==> src/rtl/usbdma_pkg.sv <==
package usbdma_pkg;

    typedef enum logic [1:0] {
        CH_EMPTY = 2'd0,
        CH_ARMED = 2'd1,
        CH_BAD   = 2'd2
    } ch_state_e;

    localparam logic [1:0] STAT_FREE = 2'b00;
    localparam logic [1:0] STAT_HALF = 2'b01;

    // Space for at least one packet.
    function automatic logic stat_has_room(input logic [1:0] st, input logic dbl);
        return (st == STAT_FREE) || (dbl && (st == STAT_HALF));
    endfunction

    // Value a status update must carry to start a buffer.
    function automatic logic stat_fill_start(input logic [1:0] st, input logic dbl);
        return dbl ? (st == STAT_HALF) : (st == STAT_FREE);
    endfunction

endpackage

==> src/rtl/usbdma_ep_watch.sv <==
module usbdma_ep_watch
    import usbdma_pkg::*;
(
    input  logic       clk,
    input  logic       rst_n,
    input  logic [1:0] stat,
    input  logic       stat_upd,
    input  logic       dbl,
    input  logic       pkt_done,
    input  logic       wr_stb,
    output logic       room,
    output logic       upd_hit,
    output logic       wr_hit,
    output logic       irq
);

    logic irq_q;

    always_comb begin
        room    = stat_has_room(stat, dbl);
        upd_hit = stat_upd && stat_fill_start(stat, dbl);
        wr_hit  = wr_stb && room;
    end

    always_ff @(posedge clk) begin
        if (!rst_n) begin
            irq_q <= 1'b0;
        end else begin
            irq_q <= stat_upd && pkt_done;
        end
    end

    assign irq = irq_q;

endmodule

==> src/rtl/usbdma_chan.sv <==
module usbdma_chan
    import usbdma_pkg::*;
#(
    parameter int NEP = 4
) (
    input  logic           clk,
    input  logic           rst_n,
    input  logic           en,
    input  logic           sel_wr,
    input  logic [NEP-1:0] sel_wdata,
    input  logic [NEP-1:0] room_vec,
    input  logic [NEP-1:0] upd_vec,
    input  logic [NEP-1:0] wr_vec,
    output logic           req
);

    ch_state_e      state_q, state_d;
    logic [NEP-1:0] sel_q, sel_d;
    logic           wdata_one, wdata_zero;
    logic           trig_upd, trig_sel, trig_wr;
    logic           req_d, req_q;

    always_comb begin
        wdata_zero = (sel_wdata == '0);
        wdata_one  = !wdata_zero && ((sel_wdata & (sel_wdata - 1'b1)) == '0);
    end

    // Next-state logic.
    always_comb begin
        state_d = state_q;
        sel_d   = sel_q;
        if (sel_wr) begin
            sel_d = sel_wdata;
            unique case (1'b1)
                wdata_zero: state_d = CH_EMPTY;
                wdata_one:  state_d = CH_ARMED;
                default:    state_d = CH_BAD;
            endcase
        end
    end

    // State register.
    always_ff @(posedge clk) begin
        if (!rst_n) begin
            state_q <= CH_EMPTY;
            sel_q   <= '0;
        end else begin
            state_q <= state_d;
            sel_q   <= sel_d;
        end
    end

    // Outputs: the three trigger conditions.
    always_comb begin
        trig_upd = 1'b0;
        trig_sel = 1'b0;
        trig_wr  = 1'b0;
        unique case (state_q)
            CH_EMPTY: begin
                trig_sel = sel_wr && wdata_one && ((sel_wdata & room_vec) != '0);
            end
            CH_ARMED: begin
                trig_upd = (sel_q & upd_vec) != '0;
                trig_wr  = (sel_q & wr_vec)  != '0;
            end
            CH_BAD: begin
                trig_upd = 1'b0;
            end
            default: begin
                trig_upd = 1'b0;
            end
        endcase
        req_d = en && (trig_upd || trig_sel || trig_wr);
    end

    always_ff @(posedge clk) begin
        if (!rst_n) begin
            req_q <= 1'b0;
        end else begin
            req_q <= req_d;
        end
    end

    assign req = req_q;

endmodule

==> src/rtl/usbdma_req_gen.sv <==
module usbdma_req_gen
    import usbdma_pkg::*;
#(
    parameter int NCH = 4,
    parameter int NEP = 4
) (
    input  logic             clk,
    input  logic             rst_n,
    input  logic [NCH-1:0]   ch_enable,
    input  logic [NCH-1:0]   sel_wr,
    input  logic [NEP-1:0]   sel_wdata,
    input  logic [2*NEP-1:0] ep_stat,
    input  logic [NEP-1:0]   ep_stat_upd,
    input  logic [NEP-1:0]   ep_dbl,
    input  logic [NEP-1:0]   ep_pkt_done,
    input  logic [NEP-1:0]   fifo_wr,
    output logic [NCH-1:0]   dma_req,
    output logic [NEP-1:0]   ep_irq
);

    logic [NEP-1:0] room_vec;
    logic [NEP-1:0] upd_vec;
    logic [NEP-1:0] wr_vec;

    for (genvar e = 0; e < NEP; e++) begin : g_ep
        usbdma_ep_watch i_watch (
            .clk      (clk),
            .rst_n    (rst_n),
            .stat     (ep_stat[2*e +: 2]),
            .stat_upd (ep_stat_upd[e]),
            .dbl      (ep_dbl[e]),
            .pkt_done (ep_pkt_done[e]),
            .wr_stb   (fifo_wr[e]),
            .room     (room_vec[e]),
            .upd_hit  (upd_vec[e]),
            .wr_hit   (wr_vec[e]),
            .irq      (ep_irq[e])
        );
    end

    for (genvar c = 0; c < NCH; c++) begin : g_ch
        usbdma_chan #(.NEP(NEP)) i_chan (
            .clk       (clk),
            .rst_n     (rst_n),
            .en        (ch_enable[c]),
            .sel_wr    (sel_wr[c]),
            .sel_wdata (sel_wdata),
            .room_vec  (room_vec),
            .upd_vec   (upd_vec),
            .wr_vec    (wr_vec),
            .req       (dma_req[c])
        );
    end

endmodule

==> config.mk <==
export PLATFORM = sky130hd
export DESIGN_NAME = usbdma_req_gen
export DESIGN_NICKNAME = d
export VERILOG_FILES = /design/src/rtl/usbdma_pkg.sv /design/src/rtl/usbdma_ep_watch.sv /design/src/rtl/usbdma_chan.sv /design/src/rtl/usbdma_req_gen.sv
export SDC_FILE = /design/constraint.sdc
export NUM_CORES = 1
export LEC_CHECK = 0
export ABC_CLOCK_PERIOD_IN_PS = 2400
export BUFFER_PORTS_ARGS = -buffer_cell sky130_fd_sc_hd__buf_2
export CELL_PAD_IN_SITES_DETAIL_PLACEMENT = 2
export CELL_PAD_IN_SITES_GLOBAL_PLACEMENT = 2
export CORE_MARGIN = 2
export CORE_UTILIZATION = 28
export CTS_CLUSTER_SIZE = 14
export DETAILED_ROUTE_END_ITERATION = 8
export PLACE_DENSITY = 0.73
export SYNTH_ARGS = -nofsm -noshare
export SYNTH_HDL_FRONTEND = slang
export SYNTH_SLANG_ARGS = --single-unit
==> constraint.sdc <==
create_clock -name clk -period 2.4 [get_ports clk]
set_clock_uncertainty 0.05 [all_clocks]
set_input_delay 0.12 -clock clk [delete_from_list [all_inputs] [get_ports clk]]
set_output_delay 0.12 -clock clk [all_outputs]
set_load 0.1 [all_outputs]
==> results of run 1 <==
## layout make-up
| type | instances | area (sq um) |
|---|---|---|
| clock buffers | 8 | 90.1 |
| inverters | 3 | 11.3 |
| multi-input cells | 111 | 788 |
| fillers | 630 | 3590 |
| flip-flops and latches | 32 | 641 |
| well taps | 72 | 90.1 |
| repair buffers | 45 | 225 |
## final timing paths
| check | startpoint | end | slack [ns] | depth (start not counted) |
|---|---|---|---|---|
| worst max-delay path | ep_stat[0] | g_ch[0].i_chan.req | 1.06 | 6 |
| worst min-delay path | ep_pkt_done[1] | g_ep[1].i_watch.irq | 0.01 | 2 |
| worst max register to register | g_ch[0].i_chan.sel_q[1] | g_ch[0].i_chan.req | 1.09 | 3 |
| worst min register to register | g_ch[3].i_chan.sel_q[2] | g_ch[3].i_chan.sel_q[2] | 0.44 | 2 |
## kinds of logic (layout without fill, tap and decap cells)
group,after synthesis,count (layout),synth area share
AO/OA/AOI/OAI,19,19,0.0777
flip-flops,32,32,0.410
AND/OR/NAND/NOR,70,70,0.287
adder cells (fa/ha/maj),1,1,0.00641
buffers and inverters,22,56,0.0849
XOR/XNOR,1,1,0.00561
multiplexers,20,20,0.128
## worst max-delay path: stages
cell and delay [ns]:
buf_2 0.10, nand2b_1 0.13, a21oi_1 0.34, nor4bb_1 0.12, nor4_1 0.50, o22ai_1 0.13
## cells in the mapped netlist (2+ instances only)
| cell | number |
|---|---|
| buf_1 | 3 |
| a211oi_1 | 4 |
| nand3b_1 | 2 |
| buf_4 | 9 |
| o22ai_1 | 4 |
| and3_1 | 4 |
| nand2b_1 | 5 |
| nor4_1 | 4 |
| nor2_1 | 26 |
| dfxtp_1 | 32 |
| buf_6 | 2 |
| nand4b_1 | 3 |
| clkbuf_1 | 4 |
| nor4bb_1 | 4 |
| inv_1 | 2 |
| a21oi_1 | 8 |
| and3b_1 | 4 |
| nor3b_1 | 5 |
| mux2i_1 | 20 |
| nor2b_1 | 2 |
| nor4b_1 | 4 |
| or4bb_1 | 3 |
## per-layer routing
metal | GRT usage | vias up | routed length, microns
met2 | 0.232 | 31 | 1950
met4 | 0.0526 | 0 | 66
met1 | 0.210 | 633 | 2140
met3 | 0.0402 | 8 | 197
li1 | - | 650 | -
met5 | 0 | - | 0
## metrics by stage
stage	cells	power, mW	hold slack (ns)
6_report	271	1.20	0.0108
5_1_grt	271	1.27	0.0106
4_1_cts	271	1.22	0.00548
3_5_place_dp	263	0.789	0.311
3_3_place_gp	263	0.783	0.305
2_1_floorplan	165	0.727	0.216
## flip-flops by register name, indices dropped and copies added, names as in the netlist
signal	flops
g_ch.i_chan.sel_q	16
g_ch.i_chan.req	4
g_ch.i_chan.state_q	8
g_ep.i_watch.irq	4
## where the power goes
group          switching, mW  internal (mW)  total [mW]  leakage, nW
registers             0.0151          0.561       0.576        0.264
clock network          0.196          0.234       0.430       0.0455
logic                  0.121         0.0774       0.198        0.521
total                  0.332          0.872        1.20        0.831
==> run metrics, run 1 <==
IO Port Bufs 45; Max IR drop VDD 0.216 mV; Reg clk slew, reported paths 0.06 ns; synthesis-stage register bit count 32; grt total ovfl 0; fin area 1850 sq um; Worst Path Max Fanout 4; ANT nets after route 0; syn nets 203; crit path time final 1.34 ns; # IOs 46; Top FF cell, synth dfxtp_1; Synth area leader dfxtp_1; Post-Place Setup Slack 0.741 ns; Max Slew Vio Count 0; sequential element share of the synthesized area 0.410; row cnt 27; slew margin rel. 0.651; initial core utilization 0.287; Tightest Pin Transition 0.518 ns; most common cell after layout, fill and taps aside buf_2; final number of setup-violating endpoints 0; final wirelength 4350 microns; max_cap viols 0; Placer Congestion 0.762; Worst EP arrival 1.44 ns; Synth Warn # 0; syn avg cell area 9.46 sq um; first-pass GRT wire length 7130 microns; DRC 0; startpoint class of the critical path input port; clk root buf clkbuf_8; core area 5440 sq um; asr flop ratio synth 0; crit share post-route 0.559; worst setup margin 1.06 ns; routed len/inst 16.1 microns; status complete, no violations; Synth top area share 0.410; WS Path Type in2reg; vias in the first global route 1,390; RSZ-0062 raised after global routing false; drt first pass iters 4; number of flops mapped to enable cells by yosys 0; die footprint 6190 sq um; die height 78.7 microns; vias per cell 4.88; CTS Hold Buffers Added 0; Data required, critical path 2.50 ns; Longest Clk Path Bufs 2; layout cells sized above 1 0.271; synth top area cells dfxtp_1 41%, mux2i_1 13%, nor2_1 6.3%; n_diodes 0; Clock Latency Late Sink 0.29 ns; cts bufs inserted 5; Util after Layout 0.339; Tot GR Track Use 0.154; Hold Path Class in2reg; area delta synth->final 18.2%; CTS Sinks 32; most frequent cells in the layout 45 x buf_2, 32 x dfxtp_1, 26 x nor2_1; detailed-route via count 1,322; number of setup buffers added after CTS 0; leakage 0.831 nW; initial antenna violation count 0; largest net degree at the start of global routing 26; Post-DP HPWL 3340 microns; Syn Inst Count 165; nets 236; area post-placement 1760 sq um; Die Width 78.7 microns; Cell Area, Synth 1560 sq um; library cells used by synthesis 33; Fin Setup TNS 0 ns; critical path endpoint category flop; Max Freq 0.745 GHz; CTS tree yes; H-tree Lvls 2; PD cells 653 nW/um^2; post-CTS sizing 0; Fin. Hold Viols 0; Initial DRC Count 42
Power figures use the tool's default switching activity.
==> run 2: changes to the inputs <==
--- a/config.mk
+++ b/config.mk
@@ -5,12 +5,12 @@
 export SDC_FILE = /design/constraint.sdc
 export NUM_CORES = 1
 export LEC_CHECK = 0
-export ABC_CLOCK_PERIOD_IN_PS = 2400
+export ABC_CLOCK_PERIOD_IN_PS = 1110
 export BUFFER_PORTS_ARGS = -buffer_cell sky130_fd_sc_hd__buf_2
 export CELL_PAD_IN_SITES_DETAIL_PLACEMENT = 2
 export CELL_PAD_IN_SITES_GLOBAL_PLACEMENT = 2
 export CORE_MARGIN = 2
-export CORE_UTILIZATION = 28
+export CORE_UTILIZATION = 27
 export CTS_CLUSTER_SIZE = 14
 export DETAILED_ROUTE_END_ITERATION = 8
 export PLACE_DENSITY = 0.73
==> constraint.sdc (replaced) <==
create_clock -name clk -period 1.11 [get_ports clk]
set_clock_uncertainty 0.05 [all_clocks]
set_input_delay 0.0555 -clock clk [delete_from_list [all_inputs] [get_ports clk]]
set_output_delay 0.0555 -clock clk [all_outputs]
set_load 0.1 [all_outputs]
==> run 2 against run 1 <==
Against the previous run:
- power rose by 120%
- clock power rose by 96%
- clock-buffer cell count fell by 2
- wire length rose by 25%
- cell count rose by 11%
- design area rose by 26%
- sequential power rose by 120%
- first-iteration DRC count rose by 74%
- worst setup slack got worse by 1.1 ns
- critical path depth fell by 4
==> run metrics, run 2 (same netlist as run 1, synthesis figures left out) <==
Fin. Hold Viols 0 (unchanged); slew margin rel. 0.708 (+0.0567); hold_sp ep_stat_upd[2]; die height 80.1 microns (+1.7%); detailed-route via count 1,451 (+9.8%); worst r2r src g_ch[2].i_chan.state_q[0]; crit share post-route 0.996; critical path endpoint category flop; startpoint class of the critical path flop; reg2reg path depth 2 (-1); die footprint 6410 sq um (+3.5%); final number of setup-violating endpoints 0 (unchanged); Max Freq 0.905 GHz; Tot GR Track Use 0.177 (+0.0238); drt first pass iters 4 (unchanged); fill count 626 (-0.63%); status complete, no violations; Largest Register g_ch.i_chan.sel_q; area delta synth->final 49.3%; fin cells 301 (+11%); CTS tree yes; Post-DP HPWL 3800 microns (+14%); Hold Path Class in2reg; crit path cell chain or4bb_1 -> o22ai_1; row cnt 27 (unchanged); crit-path max cell delay 0.52 ns (+0.02 ns); largest net degree at the start of global routing 25 (-3.8%); number of flip-flops under the largest register name 16 (unchanged); layout cells sized above 1 0.406 (+0.135); DRC 0 (unchanged); WS Path Type reg2reg; most common cell after layout, fill and taps aside buf_2; Tightest Pin Transition 0.437 ns (-0.0819 ns); biggest regs g_ch.i_chan.sel_q (16), g_ch.i_chan.state_q (8); Switching Share 0.284 (+0.00802); area post-placement 2050 sq um (+17%); leakage 1.04 nW (+25%); Placed Instances 286 (+8.7%); FF-to-FF setup slack 0.005 ns (-1.09 ns); Comb pwr share 0.222 (+0.058); IO Port Bufs 45 (unchanged); Data required, critical path 1.26 ns (-1.24 ns); clk root buf clkbuf_8; first-pass GRT wire length 8510 microns (+19%); initial antenna violation count 0 (unchanged); Hold Path Sink g_ep[2].i_watch.irq; routed len/inst 18.1 microns (+13%); PD cells 1160 nW/um^2 (+77%); nets 267 (+13%); hold path cells 3 (+1); crit path time final 1.11 ns; Placer Congestion 0.777 (+1.9%); Net Sw Power 765 uW (+130%); Max IR drop VDD 0.523 mV (+140%); core area 5540 sq um (+1.9%); reg2reg end g_ch[2].i_chan.req; Die Width 80.1 microns (+1.7%); Initial DRC Count 73 (+74%); Clock power frac 0.312 (-0.045); Max Slew Vio Count 0 (unchanged); Clock Latency Late Sink 0.28 ns (about the same); final wirelength 5450 microns (+25%); grt total ovfl 0 (unchanged); Worst Path Max Fanout 3 (-1); max_cap viols 0 (unchanged); H-tree Lvls 2 (unchanged); Worst EP arrival 1.26 ns (-0.18 ns); RSZ-0062 raised after global routing true; initial core utilization 0.282 (-0.00525); Reg clk slew, reported paths 0.06 ns (about the same); CTS Sinks 32 (unchanged); ANT nets after route 0 (unchanged); n_diodes 0 (unchanged); vias in the first global route 1,611 (+16%); fin area 2330 sq um (+26%); most frequent cells in the layout 33 x buf_2, 29 x dfxtp_1, 26 x nor2_1, 26 x buf_4, 20 x mux2i_1; internal power 1.93 mW (+120%); vias per cell 4.82 (-1.2%); # IOs 46 (unchanged); cts bufs inserted 5 (unchanged); critical path's slowest cell or4bb_1; Reg power frac 0.466 (-0.013); Longest Clk Path Bufs 2 (unchanged)
==> run 2: cell types whose count changed in the layout (fill, tap and decap cells not counted), sizes merged <==
cell,before,now
clkbuf,8,7
buf,45,68
dlygate4sd3,0,7
clkinv,0,1
==> run 2: worst max-delay path by stage <==
stage	cells after the start	startpoint	slack, ns	to
finish	2	g_ch[2].i_chan.state_q[0]	0.005	g_ch[2].i_chan.req
global route	4	g_ch[0].i_chan.sel_q[2]	-0.07	g_ch[0].i_chan.req
CTS	2	g_ch[3].i_chan.state_q[0]	0.005	g_ch[3].i_chan.req
detailed placement	6	ep_stat[2]	-0.37	g_ch[1].i_chan.req
global placement	6	ep_stat[2]	-0.24	g_ch[1].i_chan.req
floorplan	6	sel_wdata[3]	-0.07	g_ch[0].i_chan.req
==> run 2: area by class of cell <==
type	instances	area, sq um	share of cell area
multi-input cells	111	898	0.385
flip-flops and latches	32	644	0.276
repair buffers	76	609	0.261
well taps	72	90.1	0.0386
clock buffers	6	72.6	0.0311
inverters	3	11.3	0.00483
clock inverters	1	5.00	0.00215
==> run 2: power by group through the flow <==
stage / Sequential [mW] / Clock, mW / Combinational [mW]
floorplan: 1.26 / 0 / 0.313
global placement: 1.27 / 0 / 0.506
detailed placement: 1.28 / 0 / 0.519
CTS: 1.25 / 0.868 / 0.554
global route: 1.26 / 0.922 / 0.653
finish: 1.26 / 0.842 / 0.599
==> run 2: through the flow <==
stage          setup slack, ns  hold WS [ns]  TNS (ns)  total power [mW]   util
6_report               0.00458        0.0650         0              2.70  0.421
5_1_grt                -0.0728        0.0719    -0.117              2.84  0.421
4_1_cts                0.00460        0.0578         0              2.68  0.403
3_5_place_dp            -0.373         0.242     -1.81              1.80  0.370
3_3_place_gp            -0.236         0.237     -1.14              1.78  0.370
2_1_floorplan          -0.0718         0.151    -0.185              1.57      -
==> run 2: worst max-delay path: cells and delay by family, from the launching register on <==
kind	cells	cell delay [ns]
simple gates	1	0.52
compound gates	1	0.13
flops	1	0.32
==> run 2: repair_timing <==
action,CTS,global route
buffers inserted,0,2
endpoints found under the setup margin,3,4
endpoints found under the hold margin,4,0
hold buffers,7,0
pin swaps,3,10
resized for setup,6,21
==> run 2: routing by layer <==
metal / GRT usage / part of all wire / vias to the layer above / wire, microns
li1: - / - / 708 / -
met1: 0.228 / 0.45 / 711 / 2430
met2: 0.297 / 0.51 / 25 / 2790
met3: 0.0326 / 0.031 / 7 / 171
met4: 0.0610 / 0.012 / 0 / 65
met5: 0 / 0 / - / 0
